<file path="src/rtl/sram_mux_pkg.sv">
package sram_mux_pkg;

    typedef enum logic [3:0] {
        S_IDLE,
        S_LO_SETUP,
        S_LO_STB,
        S_LO_HOLD,
        S_HI_SETUP,
        S_HI_STB,
        S_HI_HOLD,
        S_DAT_SETUP,
        S_OP_STB,
        S_OP_HOLD,
        S_DONE
    } seq_state_t;

    typedef enum logic [1:0] {
        SEL_NONE,
        SEL_LO,
        SEL_HI,
        SEL_DAT
    } bus_sel_t;

endpackage

</file>
<file path="src/rtl/sram_mux_timer.sv">
module sram_mux_timer #(
    parameter int PULSE_CYC = 2
) (
    input  logic clk,
    input  logic rst_n,
    input  logic run,
    output logic last
);
    localparam int CW = (PULSE_CYC < 2) ? 1 : $clog2(PULSE_CYC);

    logic [CW-1:0] cnt;

    assign last = run && (cnt == CW'(PULSE_CYC - 1));

    always_ff @(posedge clk or negedge rst_n) begin
        if (!rst_n) begin
            cnt <= '0;
        end else if (run && !last) begin
            cnt <= cnt + 1'b1;
        end else begin
            cnt <= '0;
        end
    end
endmodule

</file>
<file path="src/rtl/sram_mux_bus.sv">
module sram_mux_bus
    import sram_mux_pkg::*;
#(
    parameter int AW = 15,
    parameter int DW = 8
) (
    input  logic          clk,
    input  logic          rst_n,
    input  logic          load,
    input  logic [AW-1:0] addr_in,
    input  logic [DW-1:0] wdata_in,
    input  logic          wr_in,
    input  bus_sel_t      sel,
    input  logic          sample,
    input  logic [DW-1:0] bus_in,
    output logic [DW-1:0] bus_out,
    output logic          bus_drive,
    output logic [DW-1:0] rdata,
    output logic          is_write
);
    localparam int HW  = AW - DW;
    localparam int PAD = DW - HW;

    logic [AW-1:0] addr_q;
    logic [DW-1:0] wdata_q;
    logic [DW-1:0] hi_byte;

    generate
        if (PAD > 0) begin : g_pad
            assign hi_byte = {{PAD{1'b0}}, addr_q[AW-1:DW]};
        end else begin : g_full
            assign hi_byte = addr_q[AW-1:DW];
        end
    endgenerate

    always_ff @(posedge clk or negedge rst_n) begin
        if (!rst_n) begin
            addr_q   <= '0;
            wdata_q  <= '0;
            is_write <= 1'b0;
        end else if (load) begin
            addr_q   <= addr_in;
            wdata_q  <= wdata_in;
            is_write <= wr_in;
        end
    end

    always_ff @(posedge clk or negedge rst_n) begin
        if (!rst_n) begin
            rdata <= '0;
        end else if (sample) begin
            rdata <= bus_in;
        end
    end

    always_comb begin
        unique case (sel)
            SEL_LO:  bus_out = addr_q[DW-1:0];
            SEL_HI:  bus_out = hi_byte;
            SEL_DAT: bus_out = wdata_q;
            default: bus_out = '0;
        endcase
    end

    assign bus_drive = (sel != SEL_NONE);
endmodule

</file>
<file path="src/rtl/sram_mux_fsm.sv">
module sram_mux_fsm
    import sram_mux_pkg::*;
(
    input  logic     clk,
    input  logic     rst_n,
    input  logic     start,
    input  logic     is_write,
    input  logic     pulse_last,
    output logic     pulse_run,
    output logic     load,
    output logic     sample,
    output bus_sel_t sel,
    output logic     le_lo,
    output logic     le_hi,
    output logic     we_n,
    output logic     oe_n,
    output logic     done,
    output logic     busy
);
    seq_state_t state, state_nx;

    always_ff @(posedge clk or negedge rst_n) begin
        if (!rst_n) state <= S_IDLE;
        else        state <= state_nx;
    end

    always_comb begin
        state_nx = state;
        unique case (state)
            S_IDLE:      if (start) state_nx = S_LO_SETUP;
            S_LO_SETUP:  state_nx = S_LO_STB;
            S_LO_STB:    if (pulse_last) state_nx = S_LO_HOLD;
            S_LO_HOLD:   state_nx = S_HI_SETUP;
            S_HI_SETUP:  state_nx = S_HI_STB;
            S_HI_STB:    if (pulse_last) state_nx = S_HI_HOLD;
            S_HI_HOLD:   state_nx = S_DAT_SETUP;
            S_DAT_SETUP: state_nx = S_OP_STB;
            S_OP_STB:    if (pulse_last) state_nx = S_OP_HOLD;
            S_OP_HOLD:   state_nx = S_DONE;
            S_DONE:      state_nx = S_IDLE;
            default:     state_nx = S_IDLE;
        endcase
    end

    always_comb begin
        load      = 1'b0;
        sample    = 1'b0;
        sel       = SEL_NONE;
        le_lo     = 1'b0;
        le_hi     = 1'b0;
        we_n      = 1'b1;
        oe_n      = 1'b1;
        done      = 1'b0;
        busy      = 1'b1;
        pulse_run = 1'b0;
        unique case (state)
            S_IDLE: begin
                busy = 1'b0;
                load = start;
            end
            S_LO_SETUP, S_LO_HOLD: sel = SEL_LO;
            S_LO_STB: begin
                sel       = SEL_LO;
                le_lo     = 1'b1;
                pulse_run = 1'b1;
            end
            S_HI_SETUP, S_HI_HOLD: sel = SEL_HI;
            S_HI_STB: begin
                sel       = SEL_HI;
                le_hi     = 1'b1;
                pulse_run = 1'b1;
            end
            S_DAT_SETUP, S_OP_HOLD: sel = is_write ? SEL_DAT : SEL_NONE;
            S_OP_STB: begin
                sel       = is_write ? SEL_DAT : SEL_NONE;
                we_n      = !is_write;
                oe_n      = is_write;
                pulse_run = 1'b1;
                sample    = !is_write && pulse_last;
            end
            S_DONE:  done = 1'b1;
            default: busy = 1'b0;
        endcase
    end
endmodule

</file>
<file path="src/rtl/sram_mux_seq.sv">
module sram_mux_seq
    import sram_mux_pkg::*;
#(
    parameter int AW        = 15,
    parameter int DW        = 8,
    parameter int PULSE_CYC = 2
) (
    input  logic          clk,
    input  logic          rst_n,
    input  logic          host_start,
    input  logic          host_write,
    input  logic [AW-1:0] host_addr,
    input  logic [DW-1:0] host_wdata,
    output logic [DW-1:0] host_rdata,
    output logic          host_done,
    output logic          host_busy,
    output logic [DW-1:0] mbus_out,
    output logic          mbus_drive,
    input  logic [DW-1:0] mbus_in,
    output logic          alat_lo_en,
    output logic          alat_hi_en,
    output logic          mem_we_n,
    output logic          mem_oe_n
);
    logic     pulse_run, pulse_last, load, sample, is_write;
    bus_sel_t sel;

    sram_mux_timer #(.PULSE_CYC(PULSE_CYC)) u_timer (
        .clk   (clk),
        .rst_n (rst_n),
        .run   (pulse_run),
        .last  (pulse_last)
    );

    sram_mux_fsm u_fsm (
        .clk        (clk),
        .rst_n      (rst_n),
        .start      (host_start),
        .is_write   (is_write),
        .pulse_last (pulse_last),
        .pulse_run  (pulse_run),
        .load       (load),
        .sample     (sample),
        .sel        (sel),
        .le_lo      (alat_lo_en),
        .le_hi      (alat_hi_en),
        .we_n       (mem_we_n),
        .oe_n       (mem_oe_n),
        .done       (host_done),
        .busy       (host_busy)
    );

    sram_mux_bus #(.AW(AW), .DW(DW)) u_bus (
        .clk       (clk),
        .rst_n     (rst_n),
        .load      (load),
        .addr_in   (host_addr),
        .wdata_in  (host_wdata),
        .wr_in     (host_write),
        .sel       (sel),
        .sample    (sample),
        .bus_in    (mbus_in),
        .bus_out   (mbus_out),
        .bus_drive (mbus_drive),
        .rdata     (host_rdata),
        .is_write  (is_write)
    );

    // separation between latch enables, output enable and the driver
    p_le_vs_oe_r6: assert property (@(posedge clk) disable iff (!rst_n)
        (alat_lo_en || alat_hi_en) |-> mem_oe_n);
    p_drive_vs_oe_r6: assert property (@(posedge clk) disable iff (!rst_n)
        !mem_oe_n |-> !mbus_drive);
    p_we_vs_oe_r6: assert property (@(posedge clk) disable iff (!rst_n)
        !mem_we_n |-> mem_oe_n);

    // bus held stable one cycle around every latch and write strobe
    p_lo_setup_r3: assert property (@(posedge clk) disable iff (!rst_n)
        $rose(alat_lo_en) |-> mbus_drive && $stable(mbus_out));
    p_lo_hold_r3: assert property (@(posedge clk) disable iff (!rst_n)
        $fell(alat_lo_en) |-> mbus_drive && $stable(mbus_out));
    p_hi_setup_r3: assert property (@(posedge clk) disable iff (!rst_n)
        $rose(alat_hi_en) |-> mbus_drive && $stable(mbus_out));
    p_hi_hold_r3: assert property (@(posedge clk) disable iff (!rst_n)
        $fell(alat_hi_en) |-> mbus_drive && $stable(mbus_out));
    p_we_setup_r4: assert property (@(posedge clk) disable iff (!rst_n)
        $fell(mem_we_n) |-> mbus_drive && $stable(mbus_out));
    p_we_hold_r4: assert property (@(posedge clk) disable iff (!rst_n)
        $rose(mem_we_n) |-> mbus_drive && $stable(mbus_out));

    // completion pulse and busy window
    p_done_single_r7: assert property (@(posedge clk) disable iff (!rst_n)
        host_done |=> !host_done);
    p_busy_span_r8: assert property (@(posedge clk) disable iff (!rst_n)
        (host_busy && !host_done) |=> host_busy);
    p_done_ends_busy_r8: assert property (@(posedge clk) disable iff (!rst_n)
        host_done |=> !host_busy);
endmodule

</file>
<file path="config.mk">
export PLATFORM = sky130hd
export DESIGN_NAME = sram_mux_seq
export DESIGN_NICKNAME = d
export VERILOG_FILES = /design/src/rtl/sram_mux_pkg.sv /design/src/rtl/sram_mux_timer.sv /design/src/rtl/sram_mux_bus.sv /design/src/rtl/sram_mux_fsm.sv /design/src/rtl/sram_mux_seq.sv
export SDC_FILE = /design/constraint.sdc
export NUM_CORES = 1
export LEC_CHECK = 0
export BUFFER_PORTS_ARGS = -buffer_cell sky130_fd_sc_hd__buf_2
export CAP_MARGIN = 15
export CELL_PAD_IN_SITES_DETAIL_PLACEMENT = 1
export CELL_PAD_IN_SITES_GLOBAL_PLACEMENT = 1
export CORE_MARGIN = 3
export CORE_UTILIZATION = 40
export CTS_CLUSTER_DIAMETER = 30
export DETAILED_ROUTE_END_ITERATION = 10
export PLACE_DENSITY_LB_ADDON = 0.15
export SLEW_MARGIN = 25
export SYNTH_ARGS = -nofsm -noshare
export SYNTH_HDL_FRONTEND = slang
export SYNTH_SLANG_ARGS = --single-unit
</file>
<file path="constraint.sdc">
create_clock -name clk -period 1.98 [get_ports clk]
set_input_delay 0.297 -clock clk [delete_from_list [all_inputs] [get_ports clk]]
set_output_delay 0.297 -clock clk [all_outputs]
set_load 0.01 [all_outputs]
</file>
==> key figures, run 1 <==
Logic synthesis
  • Synth area leaders: dfrtp_1, mux2_4, mux2_2
  • Syn avg cell area: 13.2 um^2
  • Library cells used by synthesis: 34
  • Post-Synthesis Cell Area: roughly 1900 um^2
  • Post-Syn Nets: 178
  • Synth Warn #: 0
  • Post-synth top area share: 0.491
  • Synth Instances: 143
  • FF+latch count, synth: 37
  • Post-synth top area cell: dfrtp_1
  • Post-synthesis sequential area ratio: 0.491

Setup path
  • CP Capture Point: mbus_out[6]
  • Crit-path slowest cell: dfrtp_2
  • Total stage count of the critical path: 7
  • CP cell instances: buf_4 -> buf_4 -> nor3_2 -> buf_6 -> a22oi_2 -> a21oi_2 -> buf_2
  • Setup slack, reg-to-reg: 180 ps
  • CP Class: reg2out
  • Crit path DAT: 1830 ps
  • R2r endpoint: u_bus.addr_q[0]$_DFFE_PN0P_
  • Top cell by count, worst path: buf_4
  • CP endpoint kind: output port
  • Worst path required time: 1680 ps
  • Critical Path Source: u_fsm.state[3]$_DFFE_PN0P_
  • Crit Path Max Fanout: 8
  • Number of cells on the worst reg-to-reg path: 8
  • Worst setup SP type: flop
  • Family with the most delay on the worst path: buffers and inverters
  • Buf/Inv on CP: 4
  • Origin of the critical flop-to-flop path: u_fsm.state[2]$_DFFE_PN0P_
  • CP peak stage delay: ~450 ps

Placed design
  • DP Wirelength: about 3500 um
  • PortBufs: 57
  • Gpl congestion: approximately 0.77
  • Placed Area: 2260 um^2

CTS
  • H-tree Lvls: 2
  • Hold_buf cts: 0
  • CTS tree: built
  • Clock transition at path regs: 70 ps
  • TritonCTS Sinks: 37
  • CTS buffer count: 5
  • CTS root buffer: clkbuf_8
  • Clock Latency Late Sink: 290 ps
  • Max Root-Sink Buffers: 2

Detailed routing
  • Number of vias per cell: 5.38
  • 1st-pass router iterations: 4
  • DRC violations left: 0
  • Drt total wl: 5110 um
  • Routed via count: 1486
  • ANT nets after route: 0
  • 1st-iter DRT viols: 74
  • Drt wl/cell: 18.5 um

Timing
  • Unrepaired setup endpoints after global routing: true
  • Count of final setup violators: 9
  • Slew Viols, Final: 0
  • Setup ws final: -147 ps
  • Fmax: 470 MHz
  • Slew Limit Headroom: 0.450
  • Final Hold Fails: 0
  • Setup TNS: -1040 ps
  • Crit path time final: 2130 ps
  • Worst Tran Pin Value: 825 ps
  • Period utilization: 1.07
  • Skew final: 3.99 ps

Global routing
  • Largest net degree at the start of global routing: 38
  • Grt ovf: 0
  • Total GRT Usage: 0.192
  • Global-route wire length before repair: 8000 um
  • Vias in the first global route: roughly 1600
  • Initial antenna violation count: 0

Finish
  • Fill cells: 471
  • Synthesis-to-layout area growth: 36.4%
  • Layout cell share with drive strength beyond 1: 0.665
  • Nets: 258
  • Post-route cell area: 2570 um^2
  • Ant. Diodes: 0
  • FF+latch area: 930 um^2
  • Multi-input logic area: 961 um^2

Power
  • NetSw: 1.82 mW
  • Clock Power Share: 0.112
  • LEAKAGE: roughly 1.3 nW
  • Power per standard cell area: 1800 nW/um^2
  • P_int: 2.82 mW
  • Sw frac: 0.392
  • Combinational share of power: 0.575
  • Max VDD drop: 998 uV
  • Flop pwr share: 0.312

Floorplanning
  • Ports: 58
  • Row cnt: 24
  • Die X-Extent: approximately 75 um
  • Die Span Y: 74.6 um
  • Core Box Area: 4440 um^2
  • Die area: around 5600 um^2
  • Initial core utilization: 0.424

Run status
  • Failing checks: negative setup slack
  • Run status: complete, but fails checks

Job
  • Max-cap viol count: 0

Hold path
  • Hold crit path type: in2async
[cell usage in the layout, fill, tap and decap left out, drive strengths merged]
master,synthesis,layout
buf,5,81
dfrtp,37,37
mux2,32,32
nand2,9,9
a21oi,9,9
a22oi,8,8
o211ai,7,7
clkbuf,3,5
nor2,4,4
inv,4,4
nor3,4,4
o21ai,3,3
or3b,2,2
clkinv,0,2
a21boi,2,2
nand2b,2,2
nand3b,2,2
o21bai,1,1
nor4,1,1
a221o,1,1
nand4b,1,1
a2bb2oi,1,1
a22o,1,1
xor2,1,1
a31oi,1,1
xnor2,1,1
o22a,1,1
clkinvlp,0,1
[final cells by class]
| type | instances | share of cell area |
|---|---|---|
| clock buffer | 5 | 0.0268 |
| clock inverter | 3 | 0.00682 |
| inverter | 4 | 0.00584 |
| multi-input combinational | 94 | 0.374 |
| sequential | 37 | 0.362 |
| tap | 52 | 0.0253 |
| timing repair buffer | 81 | 0.200 |
[routing by layer]
layer  GRT usage  share of wire  up-vias
met1       0.223           0.42      745
met3      0.0587          0.059        7
li1            -              -      686
met5           0              0        -
met4      0.0534          0.014        0
met2       0.343           0.51       48
[timing repair]
item,in CTS,in global routing
resized for setup,23,3
endpoints found under the setup margin,9,11
pin swaps,3,4
setup buffers,11,4
endpoints found under the hold margin,0,0
[cells by family (layout without fill, tap and decap cells)]
logic type,count (synthesis),in the layout,synth area share
DFF,37,37,0.491
AOI/OAI and AO/OA,35,35,0.135
muxes,32,32,0.231
and+or+nand+nor,25,25,0.0943
buffers and inverters,12,93,0.0385
xor gates and xnor gates,2,2,0.00930
[power by group through the flow]
stage	clock, mW	combinational, mW	sequential, mW
2_1_floorplan	0	1.54	1.33
3_3_place_gp	0	2.13	1.38
3_5_place_dp	0	2.20	1.41
4_1_cts	0.532	2.56	1.44
5_1_grt	0.565	2.89	1.50
6_report	0.521	2.67	1.45
[how the worst min path moves through the flow]
| stage | endpoint | start |
|---|---|---|
| 6_report | u_fsm.state[0]$_DFFE_PN0P_ | rst_n |
| 5_1_grt | u_fsm.state[0]$_DFFE_PN0P_ | rst_n |
| 4_1_cts | u_timer.cnt$_DFF_PN0_ | rst_n |
| 3_5_place_dp | u_bus.rdata[5]$_DFFE_PN0P_ | rst_n |
| 3_3_place_gp | u_timer.cnt$_DFF_PN0_ | rst_n |
| 2_1_floorplan | u_bus.addr_q[0]$_DFFE_PN0P_ | rst_n |
[registers in the layout (all words and copies together), names as in the netlist]
signal / cells
u_fsm.state: 4
u_bus.addr_q: 15
u_timer.cnt: 1
u_bus.is_write: 1
u_bus.rdata: 8
u_bus.wdata_q: 8
[metrics by stage]
step	hold WS [ps]	util	cells	total power, mW	setup WS, ps
floorplan	1.41	-	143	2.87	188
global placement	428	0.508	253	3.51	148
detailed placement	448	0.508	253	3.61	88.4
CTS	134	0.568	272	4.53	-108
global route	162	0.578	276	4.95	-255
finish	94.1	0.578	276	4.64	-147
[cell usage after synthesis]
| cell type | instances |
|---|---|
| dfrtp_1 | 37 |
| mux2_4 | 20 |
| mux2_2 | 12 |
| a21oi_1 | 9 |
| a22oi_1 | 8 |
| nand2_1 | 8 |
| o211ai_1 | 7 |
| inv_1 | 4 |
| nor2_1 | 4 |
| buf_6 | 3 |
| clkbuf_1 | 3 |
| o21ai_0 | 3 |
| nand2b_1 | 2 |
| nor3_1 | 2 |
| nor3_2 | 2 |
| a21boi_1 | 1 |
| a21boi_4 | 1 |
| a221o_1 | 1 |
| a22o_1 | 1 |
| a2bb2oi_2 | 1 |
| a31oi_1 | 1 |
| buf_2 | 1 |
| buf_4 | 1 |
| nand2_2 | 1 |
| nand3b_1 | 1 |
| nand3b_2 | 1 |
| nand4b_4 | 1 |
| nor4_4 | 1 |
| o21bai_1 | 1 |
| o22a_1 | 1 |
| or3b_1 | 1 |
| or3b_4 | 1 |
| xnor2_1 | 1 |
| xor2_1 | 1 |
No activity file was read; power rests on OpenSTA's default activity.
==> inputs of run 2 (changes only) <==
- CORE_UTILIZATION: 40 -> 36
- PLACE_DENSITY_LB_ADDON: 0.15 -> 0.3
- clock period: 1.98 -> 1.78 ns (I/O delays scaled with it)
==> run 2 against run 1 <==
Against the previous run:
- the flow finishes with violations (negative hold slack, negative setup slack)
- clock power is 47% higher
- via count is 0.94% higher
- register-to-register slack worse by 150 ps
- largest power group unchanged
- critical path type unchanged
- sequential power is 9% higher
- first-iteration DRC count is 28% lower
- cell count is 7.2% higher
==> key figures, run 2 (synthesized netlist as in run 1, its figures left out) <==
Run status
  • Run status: complete, but fails checks
  • Failing checks: negative hold slack, negative setup slack

Global routing
  • Largest net degree at the start of global routing: 38
  • Total GRT Usage: 0.167
  • Global-route wire length before repair: 7930 um
  • Vias in the first global route: ~1600
  • Initial antenna violation count: 0
  • Grt ovf: 0

Timing
  • Worst Tran Pin Value: 458 ps
  • Unrepaired setup endpoints after global routing: true
  • Period utilization: 1.23
  • Crit path time final: around 2200 ps
  • Min Hold Slack: -0.916 ps
  • Slew Viols, Final: 0
  • Setup TNS: -2860 ps
  • Skew final: 7.12 ps
  • Final Hold Fails: 1
  • Fmax: 456 MHz
  • Count of final setup violators: 12
  • Slew Limit Headroom: 0.695
  • Setup ws final: -415 ps

Finish
  • Synthesis-to-layout area growth: 43.3%
  • Nets: ~260
  • Layout cell share with drive strength beyond 1: 0.664
  • Largest regs: u_bus.addr_q (15), u_bus.rdata (8), u_bus.wdata_q (8)
  • Number of flip-flops in the largest register: 15
  • Ant. Diodes: 0
  • Most frequent cells in the layout: buf_2, dfrtp_1, mux2_4
  • Most common cell after layout, fill and taps aside: buf_2
  • FF+latch area: 930 um^2
  • Multi-input logic area: slightly below 1000 um^2
  • Largest Register: u_bus.addr_q
  • Final core occ: 0.553
  • Fill cells: 531

Floorplanning
  • Die area: just over 6000 um^2
  • Row cnt: 25
  • Die X-Extent: 78.3 um
  • Ports: a little under 60
  • Initial core utilization: 0.386
  • Core Box Area: 4880 um^2
  • Die Span Y: 78.3 um

Detailed routing
  • Number of vias per cell: between 5 and 6
  • Drt wl/cell: 17.8 um
  • 1st-pass router iterations: 4
  • ANT nets after route: 0
  • 1st-iter DRT viols: 53
  • DRC violations left: 0
  • Drt total wl: 5260 um
  • Routed via count: 1500

Placed design
  • Gpl congestion: 0.741
  • DP Wirelength: approximately 3500 um
  • Pre-CTS WS: -86.2 ps
  • PortBufs: 57

Setup path
  • CP peak stage delay: 430 ps
  • CP endpoint kind: output port
  • Buf/Inv on CP: 2
  • Crit Path Max Fanout: 6
  • Crit-path slowest cell: dfrtp_2
  • Worst setup SP type: flop
  • Crit path DAT: 1930 ps
  • CP Class: reg2out
  • CP cell instances: or3b_4 -> a21boi_4 -> buf_6 -> a22oi_2 -> a21oi_1 -> buf_2
  • Worst path required time: between 1500 and 2000 ps
  • Family with the most delay on the worst path: compound AO/OA/AOI/OAI gates

CTS
  • Max Root-Sink Buffers: 2
  • Clock Latency Late Sink: approximately 300 ps
  • Clock transition at path regs: 70 ps
  • CTS root buffer: clkbuf_8
  • CTS tree: built
  • TritonCTS Sinks: 37
  • H-tree Lvls: 2
  • CTS buffer count: 5

Power
  • LEAKAGE: 1.31 nW
  • Power per standard cell area: roughly 2000 nW/um^2
  • Final Total Pwr: roughly 5.4 mW
  • Max VDD drop: 1210 uV

Job
  • Max-cap viol count: 0

Hold path
  • Hold crit path type: in2async
run 2: cell types whose count changed in the layout (fill, tap and decap cells not counted), sizes merged:
cell,previous run,this run
bufinv,0,1
buf,81,84
clkbuf,5,8
clkinv,2,0
run 2: final timing paths:
path / from / slack, ps / cells past startpoint / end
min reg2reg: u_bus.rdata[7]$_DFFE_PN0P_ / 500 / 1 / u_bus.rdata[7]$_DFFE_PN0P_
min: rst_n / -0.9 / 2 / u_bus.rdata[2]$_DFFE_PN0P_
max: u_fsm.state[2]$_DFFE_PN0P_ / -410 / 6 / mbus_out[0]
min in group clk: host_wdata[1] / 200 / 2 / u_bus.wdata_q[1]$_DFFE_PN0P_
max in group asynchronous: rst_n / 1430 / 2 / u_fsm.state[2]$_DFFE_PN0P_
max reg2reg: u_fsm.state[0]$_DFFE_PN0P_ / 30 / 6 / u_bus.addr_q[7]$_DFFE_PN0P_
run 2: layout make-up:
type                    count  share of cell area
clock inverters             2              0.0139
inverters                   4             0.00556
flip-flops and latches     37               0.344
repair buffers             86               0.215
clock buffers               6              0.0306
multi-input cells          94               0.360
well taps                  67              0.0310
run 2: power breakdown:
group          internal, mW  total [mW]  leakage, nW  switching, mW
sequential             1.24        1.58        0.438          0.338
combinational          1.66        3.07        0.819           1.41
clock                 0.455       0.764       0.0574          0.308
run 2: layer usage:
metal	vias up	global-route usage	wire [um]
li1	694	-	-
met1	750	0.210	2180
met2	47	0.277	2710
met3	9	0.0493	267
met4	0	0.0524	97
met5	-	0	0
run 2: through the flow:
step	std cells	instance area, um^2
after floorplan	143	1880
after global placement	275	2330
after detailed placement	275	2330
after CTS	288	2530
after global routing	296	2700
final	296	2700
run 2: timing repair:
item | 4_1_cts | 5_1_grt
setup endpoints to repair | 14 | 28
setup buffers | 5 | 6
cloned | 0 | 3
hold buffers | 0 | 0
endpoints found under the hold margin | 0 | 0
pin swaps | 4 | 10
resized for setup | 13 | 15
==> inputs of run 3 (changes only) <==
- BUFFER_PORTS_ARGS: -buffer_cell sky130_fd_sc_hd__buf_2 -> not set
- CORE_UTILIZATION: 36 -> 44
- DONT_BUFFER_PORTS: not set -> 1
==> run 3 against run 2 <==
Against the previous run:
- the run ends with negative setup slack left
- sequential cell count unchanged
- count of clock-buffer cells in the layout decreased by 1
- wire length increased by 6.0%
- global-route usage increased by 2.8 points
- die area decreased by 17%
- combinational power about the same
- power increased by 0.36%
- worst hold slack improved by 110 ps
- clock skew about the same
- critical path type unchanged
- largest power group unchanged
==> key figures, run 3 (synthesized netlist as in run 1, its figures left out) <==
CTS
  • CTS buffer count: 5
  • Clock Latency Late Sink: approximately 300 ps
  • Max Root-Sink Buffers: 2
  • CTS tree: built
  • H-tree Lvls: 2
  • CTS root buffer: clkbuf_8
  • Clock transition at path regs: 70 ps
  • TritonCTS Sinks: 37

Run status
  • Run status: complete, but fails checks
  • Failing checks: negative setup slack

Power
  • Max VDD drop: 1170 uV
  • LEAKAGE: around 1.1 nW
  • Power per standard cell area: around 2200 nW/um^2
  • Final Total Pwr: 5.44 mW

Floorplanning
  • Core Box Area: 4060 um^2
  • Die X-Extent: 71.4 um
  • Ports: 58
  • Die area: 5100 um^2
  • Row cnt: 23
  • Die Span Y: 71.4 um
  • Initial core utilization: 0.464

Finish
  • Final core occ: 0.611
  • Most frequent cells in the layout: dfrtp_1, mux2_4, buf_4
  • Largest regs: u_bus.addr_q (15), u_bus.rdata (8), u_bus.wdata_q (8)
  • Largest Register: u_bus.addr_q
  • Most common cell after layout, fill and taps aside: dfrtp_1
  • Nets: 211
  • Synthesis-to-layout area growth: 31.5%
  • Ant. Diodes: 0
  • Post-route cell area: about 2500 um^2
  • Final Non-Filler Cells: 226
  • Number of flip-flops in the largest register: 15
  • Layout cell share with drive strength beyond 1: 0.602

Setup path
  • CP endpoint kind: output port
  • Worst path required time: 1510 ps
  • R2r endpoint: u_bus.wdata_q[4]$_DFFE_PN0P_
  • CP peak stage delay: between 400 and 500 ps
  • Family with the most delay on the worst path: flip-flops
  • CP cell instances: or3b_4 -> a21boi_4 -> buf_6 -> a22oi_2 -> a21oi_2 -> buf_4
  • Setup slack, reg-to-reg: -10 ps
  • Buf/Inv on CP: 2
  • CP Class: reg2out
  • Crit Path Max Fanout: 7
  • Worst setup SP type: flop
  • Number of cells on the worst reg-to-reg path: 6
  • Crit path DAT: 1860 ps
  • Crit-path slowest cell: dfrtp_2
  • Origin of the critical flop-to-flop path: u_fsm.state[0]$_DFFE_PN0P_
  • Total stage count of the critical path: 6

Hold path
  • Hold path startpoint: host_addr[3]
  • Cells on Worst Hold Path: 1
  • Hold crit path type: in2reg
  • Hold Crit Endpoint: u_bus.addr_q[3]$_DFFE_PN0P_

Timing
  • Worst Tran Pin Value: approximately 370 ps
  • Unrepaired setup endpoints after global routing: true
  • Setup ws final: -346 ps
  • Fmax: between 400 and 500 MHz
  • Final Hold Fails: 0
  • Min Hold Slack: 113 ps
  • Crit path time final: 2130 ps
  • Slew Viols, Final: 0
  • Count of final setup violators: 20
  • Setup TNS: -2870 ps
  • Skew final: approximately 6.6 ps
  • Slew Limit Headroom: 0.754
  • Period utilization: 1.19

Placed design
  • Gpl congestion: 0.840
  • DP Wirelength: 3380 um
  • Placed Area: 2050 um^2
  • Pre-CTS WS: -53.3 ps
  • Post-Place Cells: slightly above 200
  • PortBufs: 0

Global routing
  • Grt ovf: 0
  • Vias in the first global route: 1424
  • Initial antenna violation count: 0
  • Global-route wire length before repair: 7610 um
  • Largest net degree at the start of global routing: 38
  • Total GRT Usage: 0.195

Detailed routing
  • Drt total wl: 5570 um
  • Drt wl/cell: around 25 um
  • ANT nets after route: 0
  • 1st-pass router iterations: 4
  • Number of vias per cell: 5.92
  • DRC violations left: 0
  • Routed via count: 1339
  • 1st-iter DRT viols: 64

Job
  • Max-cap viol count: 0
==> run 3: cell count changes in the layout (fill, tap and decap cells not counted), moves of 2 or more <==
cell | previous run | this run
a21oi_1 | 6 | 1
buf_2 | 57 | 0
buf_12 | 1 | 3
buf_4 | 18 | 20
a21oi_2 | 3 | 8
==> run 3: routing by layer <==
layer	vias up	global-route usage	share of wire
li1	589	-	-
met5	-	0	0
met3	11	0.0533	0.057
met2	62	0.336	0.52
met4	0	0.0459	0.021
met1	677	0.244	0.41
==> run 3: worst max-delay path by stage <==
stage / startpoint / endpoint / slack (ps)
floorplan: u_fsm.state[2]$_DFFE_PN0P_ / mbus_out[0] / 20
finish: u_fsm.state[2]$_DFFE_PN0P_ / mbus_out[1] / -350
CTS: u_fsm.state[2]$_DFFE_PN0P_ / mbus_out[3] / -290
detailed placement: u_fsm.state[3]$_DFFE_PN0P_ / mbus_out[3] / -50
global route: u_fsm.state[2]$_DFFE_PN0P_ / mbus_out[2] / -430
global placement: u_fsm.state[0]$_DFFE_PN0P_ / mbus_out[4] / 30
==> run 3: what timing repair did <==
action                                  CTS  global route
hold buffers                              2             0
endpoints found under the hold margin    37             0
endpoints found under the setup margin   10            37
pin swaps                                 7             6
gates resized for setup                  17            20
gates cloned                              0             3
buffers inserted                          5             5
==> run 3: power breakdown <==
group          internal [mW]  switching (mW)
Combinational           1.63            1.43
Sequential              1.24           0.415
Clock                  0.407           0.303
Total                   3.28            2.15
==> run 3: final cells by class <==
class                   count  area, um^2
clock buffers               5        68.8
clock inverters             2        35.0
fillers                   399        1580
inverters                   4        15.0
multi-input cells          94        1000
flip-flops and latches     37         930
well taps                  50        62.6
repair buffers             34         364
